`config.mk`:
```
export PLATFORM = sky130hd
export DESIGN_NAME = flush_train_ctrl
export DESIGN_NICKNAME = d
export VERILOG_FILES = /design/src/rtl/flush_train_ctrl.sv
export SDC_FILE = /design/constraint.sdc
export NUM_CORES = 1
export LEC_CHECK = 0
export BUFFER_PORTS_ARGS = -buffer_cell sky130_fd_sc_hd__buf_2
export CAP_MARGIN = 0
export CORE_MARGIN = 2
export CORE_UTILIZATION = 42
export DETAILED_ROUTE_END_ITERATION = 16
export GPL_TIMING_DRIVEN = 0
export PLACE_DENSITY = 0.78
export SLEW_MARGIN = 20
export SYNTH_ARGS = -nofsm -noshare
export SYNTH_HDL_FRONTEND = slang
export SYNTH_SLANG_ARGS = --single-unit
```
`constraint.sdc`:
```
create_clock -name clk -period 5.7 [get_ports clk]
set_clock_uncertainty 0.05 [all_clocks]
set_input_delay 1.71 -clock clk [delete_from_list [all_inputs] [get_ports clk]]
set_output_delay 1.71 -clock clk [all_outputs]
set_load 0.01 [all_outputs]
```
`src/rtl/flush_train_ctrl.sv`:
```
module flush_train_ctrl #(
  parameter int N          = 5,
  parameter int AW         = 32,
  parameter int INSN_BYTES = 4
) (
  input  logic            clk,
  input  logic            rst_n,
  input  logic [N-1:0]    stage_err,
  input  logic [N-1:0]    stage_vld,
  input  logic [N*AW-1:0] stage_pc,
  output logic [N-1:0]    kill,
  output logic [N-1:0]    inject,
  output logic            fetch_hold,
  output logic            restart,
  output logic [AW-1:0]   restart_pc
);
  localparam int IDW = (N > 1) ? $clog2(N) : 1;

  logic [N-1:0]   live;
  logic           hit;
  logic [IDW-1:0] hit_id;
  logic           accept;
  logic           tok_vld;
  logic [IDW-1:0] tok_pos;
  logic [IDW-1:0] tok_id;
  logic [N-1:0]   inj_q;
  logic           rst_q;
  logic [AW-1:0]  pc_q;

  assign live = stage_err & stage_vld;

  always_comb begin
    hit    = 1'b0;
    hit_id = '0;
    for (int i = 0; i < N; i++) begin
      if (live[i]) begin
        hit    = 1'b1;
        hit_id = IDW'(i);
      end
    end
  end

  assign accept = hit && (!tok_vld || (hit_id > tok_id));

  always_comb begin
    kill = '0;
    if (accept && (int'(hit_id) < N - 1))
      kill[int'(hit_id) + 1] = 1'b1;
    if (tok_vld) begin
      kill[tok_pos] = 1'b1;
      if (tok_pos != '0)
        kill[tok_pos - 1'b1] = 1'b1;
    end
  end

  always_ff @(posedge clk) begin
    if (!rst_n) begin
      tok_vld <= 1'b0;
      tok_pos <= '0;
      tok_id  <= '0;
      inj_q   <= '0;
      rst_q   <= 1'b0;
      pc_q    <= '0;
    end else if (accept) begin
      tok_vld <= 1'b1;
      tok_pos <= hit_id;
      tok_id  <= hit_id;
      inj_q   <= N'(1) << hit_id;
      rst_q   <= 1'b0;
      pc_q    <= stage_pc[int'(hit_id)*AW +: AW] + AW'(INSN_BYTES);
    end else begin
      inj_q <= '0;
      rst_q <= 1'b0;
      if (tok_vld) begin
        if (tok_pos == '0) begin
          tok_vld <= 1'b0;
          rst_q   <= 1'b1;
        end else begin
          tok_pos <= tok_pos - 1'b1;
        end
      end
    end
  end

  assign inject     = inj_q;
  assign restart    = rst_q;
  assign restart_pc = pc_q;
  assign fetch_hold = accept | tok_vld;
endmodule


```
==> results.sh <==
export IMPL_synthCells=561
export IMPL_cts_root_buffer="clkbuf_8"
export IMPL_synthToLayoutAreaGrowth_pct=34.5
export IMPL_hold_viol=0
export IMPL_power_density_mw_per_mm2=226
export IMPL_arrival_ns=3.81
export IMPL_path_clk_slew_ns=0.08
export IMPL_min_from="restart_pc[3]"
export IMPL_num_vias=5572
export IMPL_initial_utilization=0.428
export IMPL_synth_edff_count=0
export IMPL_design_power_total_mw=1.25
export IMPL_cp_endpoint="kill[3]"
export IMPL_cts_tree="yes"
export IMPL_reg2reg_from="tok_id[1]"
export IMPL_clkSinkCount=45
export IMPL_tightest_slew_ns=0.953
export IMPL_status="completed"
export IMPL_synth_top_flop_cell="dfxtp_1"
export IMPL_first_global_vias=5351
export IMPL_die_area_sq_mm=0.0106
export IMPL_cts_buffers=5
export IMPL_cp_end_kind="primary output"
export IMPL_wl_per_cell_um=19.3
export IMPL_fin_crit_ns=5.57
export IMPL_leakagePower_nw=2.50
export IMPL_worstSkewPairLatency_ns=0.31
export IMPL_holdBufCountCts=0
export IMPL_dr_pass1_iters=7
export IMPL_drive_gt1_frac=0.347
export IMPL_ys_types=68
export IMPL_pin_count=216
export IMPL_async_reset_ff_frac=0
export IMPL_layoutNonFillerInstCount=911
export IMPL_critPathLaunch="stage_err[2]"
export IMPL_die_h_um=103
export IMPL_dp_cells=908
export IMPL_place_gp_congestion=0.946
export IMPL_port_buffers=214
export IMPL_grt_first_pass_wirelength_um=27100
export IMPL_grt_util_all_layers=0.327
export IMPL_syn_num_nets=740
export IMPL_coreArea_sq_mm=0.00964
export IMPL_ctsHtreeMaxLevel=2
export IMPL_worstReg2RegEnd="restart_pc[3]"
export IMPL_finalSetupViolations=0
export IMPL_viasPerCell=6.12
export IMPL_final_max_slew_viol_count=0
export IMPL_yosys_register_bits=45
export IMPL_fillers=969
export IMPL_drc=0
export IMPL_ys_seq_area_frac=0.218
export IMPL_fmax_mhz=180
export IMPL_yosys_warnings=0
export IMPL_cap_violations=0
export IMPL_tns_ns=0
export IMPL_required_ns=3.94
export IMPL_rows=36
export IMPL_syn_avg_cell_area_sq_um=7.36
export IMPL_hpwl_um=14100
export IMPL_cp_max_fo=10
export IMPL_grt_max_degree=29
export IMPL_drt_iter0_markers=433
export IMPL_nets=955
export IMPL_hp_class="flop to flop"
export IMPL_relSlewSlack=0.359
export IMPL_die_w_um=103
export IMPL_ant_nets=0
export IMPL_dpl_cell_area_sq_mm=0.00537
export IMPL_rsz0062_at_grt="false"
export IMPL_routed_wl_um=17600
export IMPL_syn_area_sq_mm=0.00413
export IMPL_ir_drop_mv=0.137
export IMPL_grt_antenna_before_repair=1
export IMPL_reg2reg_depth=10
export IMPL_cp_start_kind="input port"
export IMPL_grt_overflow=0
export IMPL_r2r_slack_ns=2.95
export IMPL_final_cell_area_sq_mm=0.00556
export IMPL_fin_crit_sh=0.977
export IMPL_crit_type="input port to primary output"
export IMPL_clockBufferDepth=2
placed cells by master, fill, tap and decap left out, types with 5 or more instances in the layout:
master     count
nand3b_1      19
clkbuf_1      20
a22oi_1        7
nor4_1         7
nand2_1       63
a22o_1         6
nand4_1        8
nor3_1        12
dfxtp_1       45
ha_1           6
a311oi_1      12
o31ai_1       10
nor2_1        60
a2111oi_0      8
a21oi_1       15
a41oi_1        8
and2_1         9
clkbuf_8       6
mux2i_1        8
buf_4         11
and3_1        20
inv_1          9
a211oi_1      27
buf_2        221
and4_1         9
o31a_1         5
o311ai_0      10
a31oi_1        9
o21ai_0       23
nand3_1       14
through the flow:
stage	util	hold WS [ns]	setup slack [ns]
floorplan	-	0.391	0.0402
global placement	0.558	0.403	-0.786
global route	0.576	0.446	0.0141
CTS	0.575	0.422	0.0333
finish	0.576	0.427	0.129
detailed placement	0.558	0.410	-0.788
sequential cells by signal, summed over array words and instances, names as in the netlist:
| register | cells |
|---|---|
| tok_vld | 1 |
| tok_id | 3 |
| restart_pc | 32 |
| tok_pos | 3 |
| restart | 1 |
| inject | 5 |
repair_timing:
action                                  4_1_cts  5_1_grt
setup buffers                                 3        1
cloned                                        0        0
gates resized for setup                      12        8
pin swaps                                     1        1
endpoints found under the hold margin         0        0
endpoints found under the setup margin        5        5
metal layers:
metal / global-route usage / part of all wire
met1: 0.402 / 0.40
met2: 0.565 / 0.48
met3: 0.0603 / 0.092
met4: 0.124 / 0.032
met5: 0 / 0
synth_stat cells, drive strengths merged, types with 9 or more instances:
master / count / share of area
nand2: 66 / 0.061
nor2: 62 / 0.056
dfxtp: 45 / 0.22
a211oi: 28 / 0.052
buf: 28 / 0.051
o21ai: 27 / 0.033
clkbuf: 25 / 0.023
and3: 20 / 0.030
nand3b: 19 / 0.035
a21oi: 17 / 0.022
nand3: 14 / 0.017
a311oi: 12 / 0.025
nor3: 12 / 0.015
o311ai: 12 / 0.025
inv: 11 / 0.010
o31ai: 10 / 0.018
a31oi: 9 / 0.014
and2: 9 / 0.014
and4: 9 / 0.019
nand4: 9 / 0.015
cells by family after synthesis:
| kind of cell | share of synthesized area |
|---|---|
| AOI/OAI and AO/OA | 0.337 |
| adders and majority gates | 0.0212 |
| xor gates and xnor gates | 0.0170 |
| DFF | 0.218 |
| muxes | 0.0194 |
| and+or+nand+nor | 0.304 |
| buffers and inverters | 0.0836 |
where the power goes:
group	internal [mW]	switching, mW	total [mW]
sequential	0.361	0.0300	0.391
clock	0.177	0.123	0.299
combinational	0.227	0.336	0.563
total	0.765	0.489	1.25
area by class of cell:
cell class,instances,area [sq um],share of cell area
Timing Repair Buffer,218,1100,0.198
Multi-Input combinational cell,452,2930,0.527
Tap cell,133,166,0.0300
Buffer,43,280,0.0505
Inverter,11,41.3,0.00743
Antenna cell,1,2.50,0.000450
Sequential cell,45,901,0.162
Clock buffer,5,68.8,0.0124
Clock inverter,3,68.8,0.0124
critical path: stages:
cell and delay [ns]:
buf_2 0.10, and2_1 0.16, buf_4 0.17, nor2_2 0.33, buf_4 0.27, buf_2 0.31
nand3_1 0.14, a21bo_2 0.24, nor2_2 0.04, nand2_1 0.11, o22ai_1 0.08, buf_2 0.14
worst min-delay path by stage:
stage | endpoint | slack, ns | cells past startpoint
global placement | tok_id[0] | 0.40 | 2
CTS | restart_pc[3] | 0.42 | 2
global route | tok_id[0] | 0.45 | 2
finish | restart_pc[3] | 0.43 | 2
detailed placement | restart_pc[3] | 0.41 | 2
floorplan | tok_id[0] | 0.39 | 2
Power figures use the tool's default switching activity.
